===== config.mk =====
export PLATFORM = sky130hd
export DESIGN_NAME = dacsr_top
export DESIGN_NICKNAME = d
export VERILOG_FILES = /design/src/rtl/dacsr_pkg.sv /design/src/rtl/dacsr_sync.sv /design/src/rtl/dacsr_frame_rx.sv /design/src/rtl/dacsr_regs.sv /design/src/rtl/dacsr_top.sv
export SDC_FILE = /design/constraint.sdc
export NUM_CORES = 1
export LEC_CHECK = 0
export BUFFER_PORTS_ARGS = -buffer_cell sky130_fd_sc_hd__buf_2
export CORE_ASPECT_RATIO = 0.75
export CORE_MARGIN = 2
export CORE_UTILIZATION = 55
export CTS_CLUSTER_SIZE = 25
export DETAILED_ROUTE_END_ITERATION = 6
export GPL_TIMING_DRIVEN = 0
export PLACE_DENSITY = 0.73
export SYNTH_ARGS = -nofsm -noshare
export SYNTH_HDL_FRONTEND = slang
export SYNTH_SLANG_ARGS = --single-unit

===== constraint.sdc =====
create_clock -name clk -period 2.3 [get_ports clk]
set_clock_uncertainty 0.05 [all_clocks]
set_input_delay 0.23 -clock clk [delete_from_list [all_inputs] [get_ports clk]]
set_output_delay 0.23 -clock clk [all_outputs]
set_load 0.01 [all_outputs]

===== src/rtl/dacsr_pkg.sv =====
// Package dacsr_pkg
// Shared frame geometry, command codes and control bit positions for the
// DAC serial register front end. Assumes a fixed 24-bit frame made of an
// 8-bit command and a 16-bit payload.
package dacsr_pkg;
    localparam int FRAME_W = 24;
    localparam int CMD_W   = 8;
    localparam int PAY_W   = FRAME_W - CMD_W;
    localparam int CNT_W   = $clog2(FRAME_W + 2);

    localparam logic [CMD_W-1:0] CMD_STATUS = 8'h00;
    localparam logic [CMD_W-1:0] CMD_DATA   = 8'h01;
    localparam logic [CMD_W-1:0] CMD_CTRL   = 8'h02;
    localparam logic [CMD_W-1:0] CMD_READ   = 8'h03;
    localparam logic [CMD_W-1:0] CMD_SWRST  = 8'h55;

    localparam int CTRL_OUTEN = 0;
    localparam int CTRL_CHAIN = 1;

    typedef enum logic [1:0] {
        SEL_STATUS = 2'd0,
        SEL_DATA   = 2'd1,
        SEL_CTRL   = 2'd2,
        SEL_NONE   = 2'd3
    } rsel_e;
endpackage


===== src/rtl/dacsr_sync.sv =====
// Module dacsr_sync
// Multi-stage synchronizer for a bundle of asynchronous inputs.
// Assumes STAGES >= 2. The reset value is a parameter so that idle-high
// inputs do not create a false edge when reset is released.
module dacsr_sync #(
    parameter int          STAGES  = 2,
    parameter int          W       = 1,
    parameter logic [W-1:0] RST_VAL = '0
) (
    input  logic         clk,
    input  logic         rst_n,
    input  logic [W-1:0] d,
    output logic [W-1:0] q
);
    localparam int CHAIN_W = STAGES * W;

    logic [CHAIN_W-1:0] chain;

    // Shift the input bundle through the register chain.
    always_ff @(posedge clk) begin
        if (!rst_n) chain <= {STAGES{RST_VAL}};
        else        chain <= {chain[CHAIN_W-W-1:0], d};
    end

    assign q = chain[CHAIN_W-1 -: W];
endmodule


===== src/rtl/dacsr_frame_rx.sv =====
// Module dacsr_frame_rx
// Serial frame receiver. Detects edges on the synchronized serial clock and
// strobe, shifts data MSB first while the strobe is low and counts the edges.
// On a readback request the shift register is loaded with the reply word, so
// the same register serves both incoming data and the outgoing bit stream.
// Assumes each serial clock phase lasts several system clocks.
module dacsr_frame_rx
    import dacsr_pkg::*;
(
    input  logic               clk,
    input  logic               rst_n,
    input  logic               sclk_s,
    input  logic               sdin_s,
    input  logic               latch_s,
    input  logic               rb_load,
    input  logic [FRAME_W-1:0] rb_word,
    input  logic               sdo_drive,
    output logic [FRAME_W-1:0] word,
    output logic               latch_rise,
    output logic               frame_good,
    output logic               sdo
);
    localparam logic [CNT_W-1:0] CNT_MAX  = '1;
    localparam logic [CNT_W-1:0] CNT_GOOD = CNT_W'(FRAME_W);

    logic             sclk_p;
    logic             latch_p;
    logic [CNT_W-1:0] bit_cnt;
    logic             shift_en;

    // Hold the previous samples for edge detection.
    always_ff @(posedge clk) begin
        if (!rst_n) begin
            sclk_p  <= 1'b0;
            latch_p <= 1'b1;
        end else begin
            sclk_p  <= sclk_s;
            latch_p <= latch_s;
        end
    end

    assign latch_rise = latch_s & ~latch_p;
    assign shift_en   = sclk_s & ~sclk_p & ~latch_s;

    // Shift register: either load the reply word or take in one serial bit.
    always_ff @(posedge clk) begin
        if (!rst_n)        word <= '0;
        else if (rb_load)  word <= rb_word;
        else if (shift_en) word <= {word[FRAME_W-2:0], sdin_s};
    end

    // Count the edges of the current frame, saturating at the counter limit.
    always_ff @(posedge clk) begin
        if (!rst_n)                            bit_cnt <= '0;
        else if (latch_rise)                   bit_cnt <= '0;
        else if (shift_en && bit_cnt != CNT_MAX) bit_cnt <= bit_cnt + 1'b1;
    end

    assign frame_good = (bit_cnt == CNT_GOOD);
    assign sdo        = sdo_drive & word[FRAME_W-1];
endmodule


===== src/rtl/dacsr_regs.sv =====
// Module dacsr_regs
// Command decoder and register file. On each strobe rise it either records a
// frame error or acts on the command byte: code write, control write,
// readback request or register reset. Also builds the readback reply.
// Assumes word is stable in the cycle latch_rise is high.
module dacsr_regs
    import dacsr_pkg::*;
#(
    parameter int CODE_W = 12
) (
    input  logic               clk,
    input  logic               rst_n,
    input  logic               latch_rise,
    input  logic               frame_good,
    input  logic [FRAME_W-1:0] word,
    output logic [CODE_W-1:0]  data_q,
    output logic [PAY_W-1:0]   ctrl_q,
    output logic               ferr_q,
    output logic               rd_pending,
    output logic               rb_load,
    output logic [FRAME_W-1:0] rb_word
);
    localparam int PAD_W = PAY_W - CODE_W;

    logic [CMD_W-1:0] cmd;
    logic [PAY_W-1:0] pay;
    logic [PAY_W-1:0] rb_val;
    rsel_e            sel;

    assign cmd = word[FRAME_W-1 -: CMD_W];
    assign pay = word[PAY_W-1:0];
    assign sel = rsel_e'(pay[1:0]);

    // Select the register value that a readback request returns.
    always_comb begin
        case (sel)
            SEL_STATUS: rb_val = PAY_W'(ferr_q);
            SEL_DATA:   rb_val = PAY_W'(data_q) << PAD_W;
            SEL_CTRL:   rb_val = ctrl_q;
            default:    rb_val = '0;
        endcase
    end

    // Decode a committed frame and update the registers.
    always_ff @(posedge clk) begin
        if (!rst_n) begin
            data_q     <= '0;
            ctrl_q     <= '0;
            ferr_q     <= 1'b0;
            rd_pending <= 1'b0;
            rb_load    <= 1'b0;
            rb_word    <= '0;
        end else begin
            rb_load <= 1'b0;
            if (latch_rise) begin
                rd_pending <= 1'b0;
                if (!frame_good) begin
                    ferr_q <= 1'b1;
                end else begin
                    case (cmd)
                        CMD_DATA: data_q <= pay[PAY_W-1 -: CODE_W];
                        CMD_CTRL: ctrl_q <= pay;
                        CMD_READ: begin
                            rd_pending <= 1'b1;
                            rb_load    <= 1'b1;
                            rb_word    <= {{CMD_W{1'b0}}, rb_val};
                        end
                        CMD_SWRST: begin
                            data_q <= '0;
                            ctrl_q <= '0;
                            ferr_q <= 1'b0;
                        end
                        default: ;
                    endcase
                end
            end
        end
    end
endmodule


===== src/rtl/dacsr_top.sv =====
// Module dacsr_top
// Top of the DAC serial register front end. Synchronizes the serial pins,
// receives frames, decodes commands and drives the parallel code, the enable,
// the fault flag and the serial output. Assumes the serial clock runs well
// below the system clock (each phase at least four system clocks).
module dacsr_top
    import dacsr_pkg::*;
#(
    parameter int CODE_W      = 12,
    parameter int SYNC_STAGES = 2
) (
    input  logic              clk,
    input  logic              rst_n,
    input  logic              sclk,
    input  logic              sdin,
    input  logic              latch,
    input  logic              clear,
    output logic              sdo,
    output logic [CODE_W-1:0] dac_code,
    output logic              dac_en,
    output logic              fault_n
);
    logic               sclk_s, sdin_s, latch_s, clear_s;
    logic [FRAME_W-1:0] word;
    logic [FRAME_W-1:0] rb_word;
    logic               latch_rise, frame_good, rb_load;
    logic [CODE_W-1:0]  data_q;
    logic [PAY_W-1:0]   ctrl_q;
    logic               ferr_q, rd_pending;
    logic               sdo_drive;

    dacsr_sync #(.STAGES(SYNC_STAGES), .W(3), .RST_VAL(3'b000)) sync_lo_i (
        .clk   (clk),
        .rst_n (rst_n),
        .d     ({clear, sdin, sclk}),
        .q     ({clear_s, sdin_s, sclk_s})
    );

    dacsr_sync #(.STAGES(SYNC_STAGES), .W(1), .RST_VAL(1'b1)) sync_hi_i (
        .clk   (clk),
        .rst_n (rst_n),
        .d     (latch),
        .q     (latch_s)
    );

    assign sdo_drive = ctrl_q[CTRL_CHAIN] | rd_pending;

    dacsr_frame_rx rx_i (
        .clk        (clk),
        .rst_n      (rst_n),
        .sclk_s     (sclk_s),
        .sdin_s     (sdin_s),
        .latch_s    (latch_s),
        .rb_load    (rb_load),
        .rb_word    (rb_word),
        .sdo_drive  (sdo_drive),
        .word       (word),
        .latch_rise (latch_rise),
        .frame_good (frame_good),
        .sdo        (sdo)
    );

    dacsr_regs #(.CODE_W(CODE_W)) regs_i (
        .clk        (clk),
        .rst_n      (rst_n),
        .latch_rise (latch_rise),
        .frame_good (frame_good),
        .word       (word),
        .data_q     (data_q),
        .ctrl_q     (ctrl_q),
        .ferr_q     (ferr_q),
        .rd_pending (rd_pending),
        .rb_load    (rb_load),
        .rb_word    (rb_word)
    );

    // Register the parallel code, forcing zero while clear is held.
    always_ff @(posedge clk) begin
        if (!rst_n)       dac_code <= '0;
        else if (clear_s) dac_code <= '0;
        else              dac_code <= data_q;
    end

    assign dac_en  = ctrl_q[CTRL_OUTEN];
    assign fault_n = ~ferr_q;
endmodule


==> results.cfg <==
[timing]
setup_viol = 0
finalHoldViolations = 0
worstMarginPinSlew_ns = 0.800
rsz0062_at_grt = false
drv_slew = 0
fin_crit_ns = 2.21
fmax_mhz = 453
hold_ws_ns = 0.0125
relSlewSlack_pct = 46.7
period_share_pct = 95.9

[route]
drt_iter0_markers = 155
finalWirelength_mm = 8.09
drtPass1Iterations = 4
routed_via_density = 5.52
drtAntennaViolNets = 0
routedWlPerCell_um = 16.0
drc = 0
vias = 2794

[logic_synthesis]
syn_area_mm2 = 0.00372
synth.top_cells.by_count = dfxtp_1 (98), nand2_1 (62), nor2_1 (34)
ys_seq_area_share_pct = 52.7
synthTopCellsByArea = dfxtp_1 (53%), a22o_1 (6.6%), nand2_1 (6.3%)
synth_nets = 393
synthFlopType = dfxtp_1
yosysMostFrequentCell = dfxtp_1
synth_top_area_share_pct = 52.7
syn_inst = 384
syn_area_per_cell_um2 = 9.69
yosys_warnings = 0
yosysTopAreaCell = dfxtp_1
async_flop_share_pct = 0
synth_cell_types = 40
synth_edf_count = 0
ys_ff_latch = 98

[pwr]
p_comb_share_pct = 2.1
power_leakage_uw = 0.00168
power.total_uw = 2800
seq_power_share_pct = 60.9
power.net_switching_uw = 629
sw_frac_of_total_pct = 22.4
clkPwrFrac_pct = 37.0
powerDensity_mw_per_mm2 = 666
ir_worst_vdd_uv = 440
p_int_uw = 2180

[clock_network]
ctsRootBufferMaster = clkbuf_8
path_clk_slew_ns = 0.09
cts_tree = yes
worstSkewPairLatency_ns = 0.38
cts_buffers = 9
cts_buffer_depth = 2
cts.sinks = 98
htreeDepth = 3

[cells_and_area]
nets = 429
drive_gt1_share_pct = 17.2
postLayoutCoreUtil_pct = 65.7
fillers = 522
synthToLayoutAreaGrowth_pct = 13.2
num_antenna_cells = 0

[status]
status = completed

[setup_path]
worstRegToRegCells = 5
worstSetupStartpointType = register
path_class = reg -> reg
path_max_fanout = 17
cp.required_ns = 2.55
cp-end-kind = register
critical_path_arrival_ns = 2.46

[place]
hpwlAfterDp_mm = 5.46
place_congestion = 0.831
io_buffers = 19

[run]
drv_cap = 0

[die]
core_area_mm2 = 0.00641
initial_core_util_pct = 58.0
num_rows = 25
num_io_pins = 21
die_area_mm2 = 0.00745
die_y_um = 75.2
fp.dieW_um = 99.0

[worst_hold_path]
hp-class = in -> reg
holdPathStages = 2

[grt]
grt_pass1_vias = 2545
grt_max_degree = 18
antenna_found_initial = 0
grt_pass1_wl_mm = 13.1
grt_usage_pct = 23.4
overflow = 0
-- flip-flops by register name (all words and copies together) (netlist names) --
register,count
regs_i.rb_word,16
sync_hi_i.chain,2
regs_i.rb_load,1
rx_i.word,24
regs_i.data_q,12
regs_i.rd_pending,1
regs_i.ctrl_q,16
regs_i.ferr_q,1
rx_i.bit_cnt,5
dac_code,12
rx_i.sclk_p,1
sync_lo_i.chain,6
rx_i.latch_p,1
-- power by group through the flow --
| stage | combinational, uW | sequential (uW) | clock (uW) |
|---|---|---|---|
| 4_1_cts | 57.4 | 1710 | 1050 |
| 5_1_grt | 65.0 | 1710 | 1120 |
| 3_5_place_dp | 55.5 | 1750 | 0 |
| 2_1_floorplan | 34.8 | 1750 | 0 |
| 6_report | 59.1 | 1710 | 1040 |
| 3_3_place_gp | 54.3 | 1750 | 0 |
-- routing by layer --
| metal | vias to the layer above | global-route usage [%] | share of wire, % |
|---|---|---|---|
| li1 | 1390 | - | - |
| met1 | 1319 | 33.3 | 50 |
| met2 | 76 | 35.4 | 43 |
| met3 | 9 | 6.41 | 6.3 |
| met4 | 0 | 6.85 | 1.2 |
| met5 | - | 0 | 0 |
-- placed cells by master (no fill, tap or decap), types with 2 or more instances in the layout --
| cell | n |
|---|---|
| a21o_1 | 12 |
| a21oi_1 | 27 |
| a22o_1 | 28 |
| and2_1 | 19 |
| buf_1 | 2 |
| buf_2 | 20 |
| buf_4 | 5 |
| clkbuf_1 | 13 |
| clkbuf_2 | 3 |
| clkbuf_4 | 2 |
| clkbuf_8 | 11 |
| clkinvlp_4 | 2 |
| dfxtp_1 | 97 |
| dlygate4sd3_1 | 2 |
| ha_1 | 3 |
| inv_1 | 3 |
| mux2_2 | 16 |
| mux2i_1 | 17 |
| nand2_1 | 62 |
| nand2b_1 | 6 |
| nand3_1 | 4 |
| nor2_1 | 34 |
| nor2b_1 | 3 |
| nor3_1 | 2 |
| nor4_4 | 3 |
| o21ai_0 | 3 |
| or3_1 | 4 |
| xor2_1 | 2 |
-- critical path, stage by stage, from the launching register on --
cell	delay, ns
dfxtp_1	0.33
or3_1	0.52
or4_4	0.58
buf_6	0.18
or3_1	0.35
a21oi_1	0.14
-- worst paths after layout --
kind,startpoint,endpoint,slack [ns]
min reg2reg,sync_hi_i.chain[0]$_SDFF_PN1_,sync_hi_i.chain[1]$_SDFF_PN1_,0.37
min,clear,sync_lo_i.chain[2]$_SDFF_PN0_,0.01
max reg2reg,rx_i.word[19]$_SDFFE_PN0P_,regs_i.rb_word[0]$_SDFFE_PN0P_,0.09
max,rx_i.word[19]$_SDFFE_PN0P_,regs_i.rb_word[0]$_SDFFE_PN0P_,0.09
-- per-stage QoR --
step	setup TNS, ns	instance area (um2)	cells	worst slack (ns)
after floorplan	0	3720	384	0.210
after global routing	0	4210	506	0.00416
final	0	4210	506	0.0935
after CTS	0	4140	501	0.0263
after detailed placement	-4.63	3920	484	-0.212
after global placement	-3.58	3920	484	-0.203
-- layout make-up --
class | instances | area [um2] | area share [%]
clock buffer | 13 | 159 | 3.77
multi-input combinational | 261 | 1700 | 40.4
inverter | 4 | 15.0 | 0.357
buffer | 20 | 95.1 | 2.26
clock inverter | 3 | 23.8 | 0.564
timing repair buffer | 26 | 153 | 3.62
tap | 81 | 101 | 2.41
sequential | 98 | 1960 | 46.6
-- logic make-up (layout without fill, tap and decap cells) --
| kind of cell | Yosys count | count (layout) | synth area share, % |
|---|---|---|---|
| and+or+nand+nor | 148 | 148 | 19.5 |
| DFF | 98 | 98 | 52.7 |
| AOI/OAI and AO/OA | 74 | 74 | 13.9 |
| muxes | 33 | 33 | 9.41 |
| buffers and inverters | 25 | 66 | 2.79 |
| adders and majority gates | 3 | 3 | 1.01 |
| xor gates and xnor gates | 3 | 3 | 0.706 |
-- repair_timing --
action                                  in CTS  in global routing
pin swaps                                    1                  1
endpoints found under the setup margin      42                 45
gates resized for setup                      6                 12
hold endpoints to repair                     1                  1
setup buffers                                1                  4
hold buffers                                 1                  1
gates cloned                                 0                  0
Note: power is estimated with default switching activity, not from simulation.
